### src/rtl/pagecfg_cmd_pkg.sv
package pagecfg_cmd_pkg;
  localparam int OPC_LEN = 4;

  typedef struct packed {
    logic timerLoad;
    logic timerTick;
    logic nvCommit;
  } ctrlStrobe_t;

  typedef enum logic {ST_IDLE, ST_PROG} ctrlState_t;

  function automatic logic [7:0] opcodeAt(input logic [2:0] idx);
    case (idx)
      3'd0:    return 8'h3D;
      3'd1:    return 8'h2A;
      3'd2:    return 8'h80;
      3'd3:    return 8'hA6;
      default: return 8'h00;
    endcase
  endfunction
endpackage

### src/rtl/pagecfg_cmd_ctrl.sv
module pagecfg_cmd_ctrl
  import pagecfg_cmd_pkg::*;
(
  input  logic        clk,
  input  logic        porN,
  input  logic        csRise,
  input  logic        frameGood,
  input  logic        nvBit,
  input  logic        timerDone,
  output ctrlStrobe_t strobe,
  output logic        busy
);
  ctrlState_t state, stateNext;

  always_ff @(posedge clk) begin
    if (!porN) state <= ST_IDLE;
    else       state <= stateNext;
  end

  always_comb begin
    strobe    = '0;
    stateNext = state;
    case (state)
      ST_IDLE: begin
        if (csRise && frameGood && !nvBit) begin
          strobe.timerLoad = 1'b1;
          stateNext        = ST_PROG;
        end
      end
      ST_PROG: begin
        if (timerDone) begin
          strobe.nvCommit = 1'b1;
          stateNext       = ST_IDLE;
        end else begin
          strobe.timerTick = 1'b1;
        end
      end
      default: stateNext = ST_IDLE;
    endcase
  end

  assign busy = (state == ST_PROG);
endmodule

### src/rtl/pagecfg_cmd_datapath.sv
module pagecfg_cmd_datapath
  import pagecfg_cmd_pkg::*;
#(
  parameter int PROG_CYCLES = 2000
) (
  input  logic        clk,
  input  logic        porN,
  input  logic        sck,
  input  logic        csN,
  input  logic        si,
  input  ctrlStrobe_t strobe,
  output logic        csRise,
  output logic        frameGood,
  output logic        timerDone,
  output logic        nvBit,
  output logic        pageBin
);
  localparam int TMR_W = $clog2(PROG_CYCLES + 1);

  logic [1:0] sckSync, csSync, siSync;
  logic       sckPrev, csPrev;
  logic       sckRise, csLow, siBit;

  always_ff @(posedge clk) begin
    if (!porN) begin
      sckSync <= 2'b00;
      csSync  <= 2'b11;
      siSync  <= 2'b00;
      sckPrev <= 1'b0;
      csPrev  <= 1'b1;
    end else begin
      sckSync <= {sckSync[0], sck};
      csSync  <= {csSync[0], csN};
      siSync  <= {siSync[0], si};
      sckPrev <= sckSync[1];
      csPrev  <= csSync[1];
    end
  end

  assign sckRise = sckSync[1] & ~sckPrev;
  assign csLow   = ~csSync[1];
  assign csRise  = csSync[1] & ~csPrev;
  assign siBit   = siSync[1];

  // frame tracking: bit position, byte count (saturating) and match flag
  logic [2:0] bitCnt, byteCnt;
  logic [6:0] shiftReg;
  logic       matchOk;
  logic [7:0] byteNow;

  assign byteNow = {shiftReg, siBit};

  always_ff @(posedge clk) begin
    if (!porN || !csLow) begin
      bitCnt   <= '0;
      byteCnt  <= '0;
      matchOk  <= 1'b1;
      shiftReg <= '0;
    end else if (sckRise) begin
      shiftReg <= byteNow[6:0];
      bitCnt   <= bitCnt + 3'd1;
      if (bitCnt == 3'd7) begin
        if (byteCnt >= 3'(OPC_LEN) || byteNow != opcodeAt(byteCnt))
          matchOk <= 1'b0;
        if (byteCnt != 3'd7) byteCnt <= byteCnt + 3'd1;
      end
    end
  end

  assign frameGood = matchOk && (byteCnt == 3'(OPC_LEN)) && (bitCnt == 3'd0);

  // program-cycle timer
  logic [TMR_W-1:0] tmrCnt;

  always_ff @(posedge clk) begin
    if (!porN)                                tmrCnt <= '0;
    else if (strobe.timerLoad)                tmrCnt <= TMR_W'(PROG_CYCLES - 1);
    else if (strobe.timerTick && tmrCnt != 0) tmrCnt <= tmrCnt - 1'b1;
  end

  assign timerDone = (tmrCnt == '0);

  // nonvolatile bit: no reset, survives power-on reset
  logic nvReg = 1'b0;
  always_ff @(posedge clk) begin
    if (strobe.nvCommit) nvReg <= 1'b1;
  end
  assign nvBit = nvReg;

  // effective page size latched only during power-on reset
  always_ff @(posedge clk) begin
    if (!porN) pageBin <= nvReg;
  end
endmodule

### src/rtl/pagecfg_cmd_unit.sv
module pagecfg_cmd_unit
  import pagecfg_cmd_pkg::*;
#(
  parameter int PROG_CYCLES = 2000,
  parameter int PAGE_STD    = 528,
  parameter int PAGE_BIN    = 512,
  localparam int PAGE_W     = $clog2(PAGE_STD + 1)
) (
  input  logic              clk,
  input  logic              porN,
  input  logic              sck,
  input  logic              csN,
  input  logic              si,
  output logic              busy,
  output logic [7:0]        statusByte,
  output logic [PAGE_W-1:0] pageSize
);
  ctrlStrobe_t strobe;
  logic csRise, frameGood, timerDone, nvBit, pageBin;

  pagecfg_cmd_ctrl ctrlI (
    .clk(clk), .porN(porN), .csRise(csRise), .frameGood(frameGood),
    .nvBit(nvBit), .timerDone(timerDone), .strobe(strobe), .busy(busy)
  );

  pagecfg_cmd_datapath #(.PROG_CYCLES(PROG_CYCLES)) dpI (
    .clk(clk), .porN(porN), .sck(sck), .csN(csN), .si(si), .strobe(strobe),
    .csRise(csRise), .frameGood(frameGood), .timerDone(timerDone),
    .nvBit(nvBit), .pageBin(pageBin)
  );

  assign statusByte = {~busy, 6'b000000, nvBit};
  assign pageSize   = pageBin ? PAGE_W'(PAGE_BIN) : PAGE_W'(PAGE_STD);
endmodule

### config.mk
export PLATFORM = sky130hd
export DESIGN_NAME = pagecfg_cmd_unit
export DESIGN_NICKNAME = d
export VERILOG_FILES = /design/src/rtl/pagecfg_cmd_pkg.sv /design/src/rtl/pagecfg_cmd_ctrl.sv /design/src/rtl/pagecfg_cmd_datapath.sv /design/src/rtl/pagecfg_cmd_unit.sv
export SDC_FILE = /design/constraint.sdc
export NUM_CORES = 1
export LEC_CHECK = 0
export BUFFER_PORTS_ARGS = -buffer_cell sky130_fd_sc_hd__buf_2
export CAP_MARGIN = 20
export CORE_ASPECT_RATIO = 1.2
export CORE_MARGIN = 4
export CORE_UTILIZATION = 34
export CTS_BUF_LIST = sky130_fd_sc_hd__clkbuf_16
export DETAILED_ROUTE_END_ITERATION = 7
export GPL_TIMING_DRIVEN = 1
export PLACE_DENSITY = 0.64
export SYNTH_ARGS = -nofsm -noshare
export SYNTH_HDL_FRONTEND = slang
export SYNTH_SLANG_ARGS = --single-unit
### constraint.sdc
create_clock -name clk -period 1.9 [get_ports clk]
set_input_delay 0.285 -clock clk [delete_from_list [all_inputs] [get_ports clk]]
set_output_delay 0.285 -clock clk [all_outputs]
set_load 0.01 [all_outputs]
# Yosys cells after proc, flatten, opt, wreduce, memory -nomap -nowiden
# Index checks and enable logic that the tools add are counted.
[classes] add_sub_neg=1 n_reduce_logical=3 muxes=5 bitwise=1
[op_table] op="11-bit zero test" count=1
[op_table] op="11-bit 2-to-1 mux" count=1
[op_table] op="11-bit nonzero test" count=1
[op_table] op="11-bit by 1-bit subtractor with 11-bit output, second input constant" count=1
[op_table] op="1-bit 2-to-1 mux" count=2
[op_table] op="2-bit 2-to-1 mux" count=1
[op_table] op="1-bit one-hot mux with 2 select lines" count=1
[op_table] op="1-bit logical AND" count=1
[op_table] op="1-bit inverter" count=1
[totals] word_cells=13 ff_bits=12

# Depth between registers and ports, before layout
# Gate-level depths: netlist of run 1.
[logic_depth] ltp_word=5 ltp_mapped=6 depth_no_buf=6

# Cells and area by module
# A second synthesis of run 1 with hierarchy kept.
[hier_totals] hier_cells=208 hier_area_um2=1789.2
[modules_own_cells] module="pagecfg_cmd_datapath" instances=1 cells_each=183 seq_area_each_um2=660.6 area_per_inst_um2=1597.8
[modules_own_cells] module="pagecfg_cmd_unit" instances=1 cells_each=20 seq_area_each_um2=0.0 area_per_inst_um2=135.1
[modules_own_cells] module="pagecfg_cmd_ctrl" instances=1 cells_each=5 seq_area_each_um2=20.0 area_per_inst_um2=56.3

# Worst setup path after synthesis of run 1
# OpenSTA, ideal clock, no wires.
[synth_timing] path_kind="register to register" from="register dpI.tmrCnt[0]" to="register dpI.tmrCnt[6]" setup_ps=72 arrival_ps=1561 n_path_buf=0 stages_incl_launch_ff=7 setup_slack_ps=267 synth_period_minus_slack_ps=1633 path_cell_list="dfxtp_1 inv_1 ha_1 nor4b_1 a311o_1 nor4_1 mux2i_1"
[synth_between] elab_chain_len=4 word_cells_on_any_way=7
[synth_lines] element="start, declared" line="pagecfg_cmd_datapath.sv:73" source="logic [TMR_W-1:0] tmrCnt;"
[synth_lines] element="start signal, assigned" line="pagecfg_cmd_datapath.sv:77" source="else if (strobe.timerLoad) tmrCnt <= TMR_W'(PROG_CYCLES - 1);"
[synth_lines] element="start signal, assigned" line="pagecfg_cmd_datapath.sv:78" source="else if (strobe.timerTick && tmrCnt != 0) tmrCnt <= tmrCnt - 1'b1;"
[synth_lines] element="parallel branches: the longest is 4 deep, another holds 11-bit by 1-bit subtractor with 11-bit output"
# Several ways; the timed one is not identified. The select of a mux whose other input is x is not followed.
# A chain may end at the register's enable or synchronous reset.

# Final worst setup path of run 1
# Ends and elaborated chain as after synthesis.

==> impl_metrics.yaml, run 1 <==
logic_synthesis:
  ys_seq_area_share_pct: 33.7
  synthesis.instances: 82
  ys_ff_latch: 12
  yosys_warnings: 0
  synthArstFlopShare_pct: 0
  syn_area_um2: 712
  avgSynthCellArea_um2: 8.68
  synth_edf_count: 0
  ys_types: 31
  synthFlopType: "dfxtp_1"
grt:
  grt_pass1_wl_um: 2080
  gr-max-usage-layer: "met2"
  grtUsageTotal_pct: 9.31
  met3_usage_pct: 3.08
  grt_max_degree: 10
  grt_pass1_vias: 500
  overflow: 0
  gr-usage-met1_pct: 10.6
  antenna_found_initial: 0
  grt_use_met2_pct: 14.9
floorplan:
  initial_core_util_pct: 37.2
  core_um2: 1910
  io_pins: 24
  die_width_um: 49.8
  dieArea_um2: 2890
  num_rows: 17
  dieHeight_um: 58.1
power_and_ir_drop:
  peakVddDrop_v: 0.000452
  cell_internal_pwr_mw: 0.528
  switchingPower_mw: 0.125
  combPwrFrac_pct: 3.4
  p_seq_share_pct: 38.7
  p_per_area_nw_per_um2: 842
  clock_power_share_pct: 57.9
  leakage_nw: 0.292
  total_power_mw: 0.653
  sw_frac_of_total_pct: 19.2
cts:
  cts_setup_buffers: 0
  cts_made_buffers: 3
  htree_levels: 1
  path_clk_slew_ns: 0.04
  cts_max_path_buffers: 2
  cts.sinks: 12
  cts_tree: "built"
  clk_latency_ns: 0.24
  cts_root_buffer: "clkbuf_16"
timing:
  rsz0062_at_grt: "false"
  fmax_ghz: 0.567
  setup_tns_ns: 0
  finalCriticalPeriod_ns: 1.76
  maxSlewViolCount: 0
  setup_ws_ns: 0.137
  period_share_pct: 92.8
  clock_skew_ns: 0.000786
  fin_hold_ws_ns: 0.341
  setup_violations: 0
  final_hold_viol_count: 0
setup_path:
  end_kind: "flip-flop"
  worst-path-max-fanout: 4
  crit_arrival_ns: 1.93
  worstSetupPathType: "flip-flop to flip-flop"
  worstSetupStartpointType: "flip-flop"
  required_ns: 2.07
route:
  drt_first_pass_iters: 4
  postRouteWirelength_um: 1130
  dr.first_iter.drc_count: 6
  vias: 525
  ant_nets: 0
  vias_per_cell: 4.91
  drcViolationCount: 0
  wl_per_cell_um: 10.6
placed_design:
  placed_cell_area_um2: 694
  hpwl_um: 831
  pre_cts_slack_ns: 0.115
  io_buffer_count: 3
  place_congestion: 0.769
  place_inst: 104
cells_and_area:
  layout.nets: 97
  fillCellCount: 189
  fin_area_um2: 776
  layout-drive-gt1-share_pct: 12.5
  diodes: 0
  area.growth.synth_to_final_pct: 8.96
  final_cell_count_no_fill: 107
  fin_util_pct: 40.5
job:
  cap_violations: 0
status:
  status: "completed"
worst_hold_path:
  worstHoldPathType: "input pin to flip-flop"
## layout make-up
| type | instances | area (um2) | area share, % |
|---|---|---|---|
| tap | 19 | 23.8 | 3.06 |
| inverter | 5 | 18.8 | 2.42 |
| timing repair buffer | 5 | 30.0 | 3.87 |
| sequential | 12 | 240 | 31.0 |
| multi-input combinational | 63 | 388 | 50.0 |
| clock buffer | 3 | 75.1 | 9.68 |
## layer usage
metal / part of all wire (%) / vias to the layer above
met1: 44 / 234
met3: 8.9 / 2
met5: 0 / -
met4: 1.1 / 0
met2: 46 / 26
li1: - / 263
## flip-flops by register name, summed over array words and instances, names as in the netlist
register	cells
ctrlI.busy	1
dpI.tmrCnt	11
## layout by cell type, fill, tap and decap left out, drive strengths merged, types with 2 or more instances in the layout
cell type  instances
nor2               7
conb              17
dfxtp             12
ha                 2
inv                4
nand2b             2
nand2              5
a31oi              2
clkbuf             3
o31ai              2
nand3              2
a21oi              5
buf                5
xnor2              2
nor4               2
## power groups by stage
stage	Clock [mW]	Combinational (mW)	Sequential, mW
floorplan	0	0.0437	0.257
global placement	0	0.0211	0.257
detailed placement	0	0.0215	0.257
CTS	0.385	0.0215	0.253
global route	0.402	0.0247	0.252
finish	0.378	0.0222	0.253
## synthesized netlist by cell type, types with 2 or more instances
library cell / instances / share of area, %
buf_4: 17 / 18
a31oi_1: 2 / 1.8
conb_1: 2 / 1.1
dfxtp_1: 12 / 34
inv_1: 4 / 2.1
xnor2_1: 2 / 2.5
nand3_1: 2 / 1.4
nand2b_1: 2 / 1.8
a21oi_1: 5 / 3.5
o31ai_1: 2 / 2.1
nand2_1: 5 / 2.6
nor2_1: 7 / 3.7
ha_1: 2 / 3.5
## critical path, cell delays in order (launching register included)
cell	delay, ns
dfxtp_1	0.38
inv_1	0.08
ha_1	0.20
nor4b_2	0.17
a311o_1	0.41
nor4_1	0.24
mux2i_1	0.21
## cell families (layout without fill, tap and decap cells)
family                   Yosys count  in the layout  synth area share, %
buffers and inverters             22             13                 20.6
XOR/XNOR                           3              3                 3.69
other                              2             17                 1.05
multiplexers                       1              1                 1.41
adder cells (fa/ha/maj)            2              2                 3.51
AO/OA/AOI/OAI                     13             13                 12.0
AND/OR/NAND/NOR                   27             27                 24.1
flip-flops                        12             12                 33.7
## final timing paths
| check | startpoint | endpoint | slack, ns | depth (start not counted) |
|---|---|---|---|---|
| min reg2reg | dpI.tmrCnt[10] | dpI.tmrCnt[10] | 0.49 | 2 |
| max reg2reg | dpI.tmrCnt[0] | dpI.tmrCnt[6] | 0.14 | 6 |
| min | porN | ctrlI.busy | 0.34 | 2 |
| max | dpI.tmrCnt[0] | dpI.tmrCnt[6] | 0.14 | 6 |
## what timing repair did
item | in CTS | in global routing
endpoints found under the setup margin | 0 | 1
hold buffers | 0 | 0
resized for setup | 0 | 1
Note: power is estimated with default switching activity, not from simulation.
==> run 2: changes to the inputs <==
- PLACE_DENSITY: 0.64 -> 0.66
- clock period: 1.9 -> 1.54 ns (I/O delays scaled with it)
==> run 2 against run 1 <==
Critical path type unchanged. Fmax increased by 11%. Clock skew hardly changed. The flow now finishes with violations (negative setup slack). Clock-buffer cell count stayed put. Power is 25% higher.
==> impl_metrics.yaml, run 2 (same netlist as run 1, synthesis figures left out) <==
timing:
  clock_skew_ns: 0.00118
  rsz0062_at_grt: "true"
  period_share_pct: 103
  fmax_ghz: 0.631
  setup_ws_ns: -0.0453
  final_hold_viol_count: 0
  setup_violations: 1
  maxSlewViolCount: 0
  setup_tns_ns: -0.0453
  fin_hold_ws_ns: 0.281
  finalCriticalPeriod_ns: 1.59
cells_and_area:
  fin_util_pct: 49.9
  layout.nets: 111
  multi_input_area_um2: 447
  area.growth.synth_to_final_pct: 34.3
  diodes: 0
  regMostFlops: "dpI.tmrCnt"
  final_cell_count_no_fill: 122
  layout-drive-gt1-share_pct: 34.0
  layout_commonest_cell: "conb_1"
  largest_reg_flops: 11
  seqCellArea_um2: 245
  fillCellCount: 172
  mostFrequentLayoutCells: "conb_1 (17), buf_4 (14), dfxtp_1 (8)"
setup_path:
  rrSetupSlack_ns: -0.05
  worstSetupStartpointType: "flip-flop"
  cpMaxStageDelayCell: "or4_1"
  slowest_delay_ns: 0.48
  crit_arrival_ns: 1.75
  path_cells: "inv_2 > buf_6 > ha_4 > nand2_4 > nand4bb_4 > or4_1 > a21oi_1"
  worstSetupPathType: "flip-flop to flip-flop"
  end_kind: "flip-flop"
  required_ns: 1.71
  worst-path-max-fanout: 3
power_and_ir_drop:
  peakVddDrop_v: 0.000716
  sw_frac_of_total_pct: 19.8
  leakage_nw: 0.391
  p_per_area_nw_per_um2: 855
  combPwrFrac_pct: 3.4
  p_seq_share_pct: 38.1
  cell_internal_pwr_mw: 0.655
  clock_power_share_pct: 58.5
  switchingPower_mw: 0.162
  total_power_mw: 0.817
route:
  ant_nets: 0
  highest_layer: "met4"
  vias_per_cell: 4.79
  dr_wl_met3_um: 111
  wl_per_cell_um: 11.7
  drt_first_pass_iters: 4
  postRouteWirelength_um: 1430
  dr.first_iter.drc_count: 12
  m1WireLength_um: 620
  vias: 584
  drcViolationCount: 0
  wl_met2_um: 663
grt:
  grt_max_degree: 10
  grt_pass1_vias: 556
  overflow: 0
  antenna_found_initial: 0
  grt_pass1_wl_um: 2440
  grtUsageTotal_pct: 11.2
cts:
  cts.sinks: 12
  clk_latency_ns: 0.24
  htree_levels: 1
  cts_root_buffer: "clkbuf_16"
  cts_tree: "built"
  cts_max_path_buffers: 2
  path_clk_slew_ns: 0.04
  cts_made_buffers: 3
  holdBufCountCts: 0
floorplan:
  core_um2: 1910
  dieHeight_um: 58.1
  io_pins: 24
  initial_core_util_pct: 37.2
  dieArea_um2: 2890
  die_width_um: 49.8
  num_rows: 17
placed_design:
  io_buffer_count: 3
  place_congestion: 0.717
  place_inst: 115
  hpwl_um: 978
worst_hold_path:
  worstHoldPathType: "input pin to flip-flop"
status:
  status: "complete, but fails checks"
  violations: "negative setup slack"
job:
  cap_violations: 0
[run 2: cell count changes in the layout (fill, tap and decap cells not counted), sizes merged]
cell | before | now
buf | 5 | 19
clkinv | 1 | 2
[run 2: worst max-delay path, delay by kind of cell, from the launching register on]
kind                       cells  cell delay, ns
adders and majority gates      1            0.12
DFF                            1            0.32
buffers and inverters          2            0.20
AOI/OAI and AO/OA              1            0.12
and+or+nand+nor                3            0.75
[run 2: routing by layer]
metal | vias to the layer above | track usage, %
li1 | 291 | -
met5 | - | 0
met2 | 24 | 17.4
met4 | 0 | 7.51
met1 | 266 | 12.6
met3 | 3 | 4.37
[run 2: worst paths after layout]
path,cells after the start,end,start
setup / recovery,7,dpI.tmrCnt[10],dpI.tmrCnt[0]
hold / removal,2,ctrlI.busy,porN
setup reg to reg,7,dpI.tmrCnt[10],dpI.tmrCnt[0]
hold reg to reg,2,dpI.tmrCnt[7],dpI.tmrCnt[7]
[run 2: final cells by class]
class                           instances  area share, %
Multi-Input combinational cell         63           46.7
Sequential cell                        12           25.7
Timing Repair Buffer                   19           14.9
Clock buffer                            3           7.85
Tap cell                               19           2.49
Inverter                                5           1.96
Clock inverter                          1          0.393
[run 2: power by group through the flow]
stage	clock [mW]	sequential [mW]	combinational, mW
after floorplan	0	0.317	0.0540
after global placement	0	0.317	0.0260
after detailed placement	0	0.317	0.0265
after CTS	0.487	0.312	0.0266
after global routing	0.504	0.311	0.0303
final	0.478	0.312	0.0275
[run 2: timing repair]
action                     in CTS  in global routing
pin swaps                      10                  6
gates resized for setup         7                  3
setup endpoints to repair       5                  9
setup buffers                   0                  3
[run 2: through the flow]
stage               instance area, um2  setup slack (ns)
finish                             956           -0.0453
global route                       956            -0.109
CTS                                918           -0.0690
detailed placement                 813           -0.0364
global placement                   813           -0.0416
floorplan                          805           -0.0403
==> run 3: changes to the inputs <==
- PLACE_DENSITY: 0.66 -> 0.6
- SYNTH_HIERARCHICAL: default -> 1
==> run 3 against run 2 <==
The flow still finishes with violations (negative setup slack). Non-clock buffer count up 31. Clock skew up 0.0029 ns. Sequential power rose to 2.9 times the previous value. Clock power up 92%. Global-route usage up 1.5 points. Sequential share of layout area up 2.4 points. Synthesized area rose to 2.5 times the previous value. Hold slack worse by 0.15 ns. Power up 130%. Die area up 120%. Sequential cell count up 22. Wire length rose to 2.7 times the previous value. Critical endpoint is now dpI/tmrCnt[9]. Largest power group unchanged.
==> impl_metrics.yaml, run 3 <==
cells_and_area:
  layout-drive-gt1-share_pct: 36.6
  mostFrequentLayoutCells: "buf_4 (39), dfxtp_1 (26), nand2_1 (24)"
  final_cell_count_no_fill: 314
  seqCellArea_um2: 696
  multi_input_area_um2: 1150
  area.growth.synth_to_final_pct: 39.0
  largest_reg_flops: 11
  fillCellCount: 476
  layout.nets: 269
  diodes: 0
  regMostFlops: "dpI/tmrCnt"
  reg_top3: "dpI/tmrCnt: 11 flops, dpI/shiftReg: 7 flops"
  layout_commonest_cell: "buf_4"
timing:
  clock_skew_ns: 0.00411
  maxSlewViolCount: 0
  setup_violations: 12
  rsz0062_at_grt: "true"
  setup_ws_ns: -0.489
  fin_hold_ws_ns: 0.135
  period_share_pct: 132
  finalCriticalPeriod_ns: 2.03
  fmax_ghz: 0.493
  setup_tns_ns: -3.95
  final_hold_viol_count: 0
setup_path:
  worstSetupStartpointType: "flip-flop"
  cpMaxStageDelayCell: "or4b_4"
  rr_worst_depth: 10
  r2r-end: "dpI/tmrCnt[9]"
  path_cells: "inv_2 > ha_4 > nand2b_4 > nor2_4 > nor2b_4 > or4b_4 > buf_6 > o41ai_2 > o21ai_1 > o21a_1"
  slowest_delay_ns: 0.50
  end_kind: "flip-flop"
  required_ns: 1.71
  rrSetupSlack_ns: -0.49
  worstSetupPathType: "flip-flop to flip-flop"
  rr_startpoint: "dpI/tmrCnt[1]"
  worst-path-max-fanout: 3
  crit_arrival_ns: 2.20
placed_design:
  place_inst: 296
  hpwl_um: 2710
  io_buffer_count: 6
  place_congestion: 0.752
  pre_cts_slack_ns: -0.445
route:
  ant_nets: 0
  postRouteWirelength_um: 3870
  wl_per_cell_um: 12.3
  drt_first_pass_iters: 4
  dr.first_iter.drc_count: 52
  vias_per_cell: 4.86
  vias: 1526
  drcViolationCount: 0
logic_synthesis:
  avgSynthCellArea_um2: 8.61
  yosys_warnings: 6
  synthesis.instances: 207
  syn_area_um2: 1780
floorplan:
  initial_core_util_pct: 35.6
  dieHeight_um: 87.3
  num_rows: 28
  io_pins: 24
  core_um2: 5010
  dieArea_um2: 6470
  die_width_um: 74.1
worst_hold_path:
  hp-start: "csN"
  hold_depth: 2
  worstHoldPathType: "input pin to flip-flop"
  worstHoldEndpoint: "dpI/csSync[0]"
cts:
  cts_tree: "built"
  cts_root_buffer: "clkbuf_16"
  cts.sinks: 34
  htree_levels: 2
  cts_max_path_buffers: 2
  cts_made_buffers: 5
  path_clk_slew_ns: 0.05
  clk_latency_ns: 0.27
grt:
  grt_pass1_wl_um: 6330
  grt_max_degree: 14
  gr-max-usage-layer: "met2"
  antenna_found_initial: 0
  grt_pass1_vias: 1434
  overflow: 0
  grt_use_met2_pct: 22.7
  grtUsageTotal_pct: 12.7
  gr-usage-met1_pct: 13.5
  met3_usage_pct: 3.46
power_and_ir_drop:
  leakage_nw: 1.05
  total_power_mw: 1.86
  peakVddDrop_v: 0.000481
  p_per_area_nw_per_um2: 752
job:
  cap_violations: 0
status:
  violations: "negative setup slack"
  status: "complete, but fails checks"
[run 3: what timing repair did]
action / 4_1_cts / 5_1_grt
buffers inserted: 3 / 8
gates resized for setup: 9 / 18
pin swaps: 1 / 7
hold buffers: 0 / 0
setup endpoints to repair: 12 / 14
[run 3: worst max path at each step]
| stage | from | to | slack, ns | cells past startpoint |
|---|---|---|---|---|
| CTS | dpI/tmrCnt[1] | dpI/tmrCnt[5] | -0.44 | 9 |
| floorplan | dpI/tmrCnt[0] | dpI/tmrCnt[5] | -0.49 | 9 |
| global route | dpI/tmrCnt[1] | dpI/tmrCnt[9] | -0.55 | 10 |
| detailed placement | dpI/tmrCnt[1] | dpI/tmrCnt[5] | -0.45 | 9 |
| global placement | dpI/tmrCnt[1] | dpI/tmrCnt[5] | -0.39 | 9 |
| finish | dpI/tmrCnt[1] | dpI/tmrCnt[9] | -0.49 | 10 |
[run 3: power by group]
group	internal (mW)	total (mW)	switching (mW)
Sequential	0.886	0.890	0.00355
Combinational	0.0155	0.0562	0.0407
Clock	0.577	0.916	0.339
Total	1.48	1.86	0.383
[run 3: final cells by class]
type / instances / area share, %
timing repair buffer: 50 / 15.3
multi-input combinational: 153 / 46.6
clock buffer: 5 / 5.05
tap: 60 / 3.03
clock inverter: 2 / 0.303
sequential: 34 / 28.1
inverter: 10 / 1.62
[run 3: worst max-delay path, delay by kind of cell (launching register included)]
kind,cells,cell delay (ns)
buffers and inverters,2,0.19
adder cells (fa/ha/maj),1,0.16
AO/OA/AOI/OAI,3,0.51
flip-flops,1,0.34
AND/OR/NAND/NOR,4,0.71
[run 3: layer usage]
metal,vias up,routed length [um]
met5,-,0
met4,0,61
met3,6,87
met2,13,2060
met1,733,1660
li1,774,-
[run 3: metrics by stage]
stage / cell area [um2] / utilization (%)
2_1_floorplan: 1960 / -
4_1_cts: 2350 / 46.9
6_report: 2480 / 49.4
5_1_grt: 2480 / 49.4
3_5_place_dp: 2150 / 42.8
3_3_place_gp: 2150 / 42.8
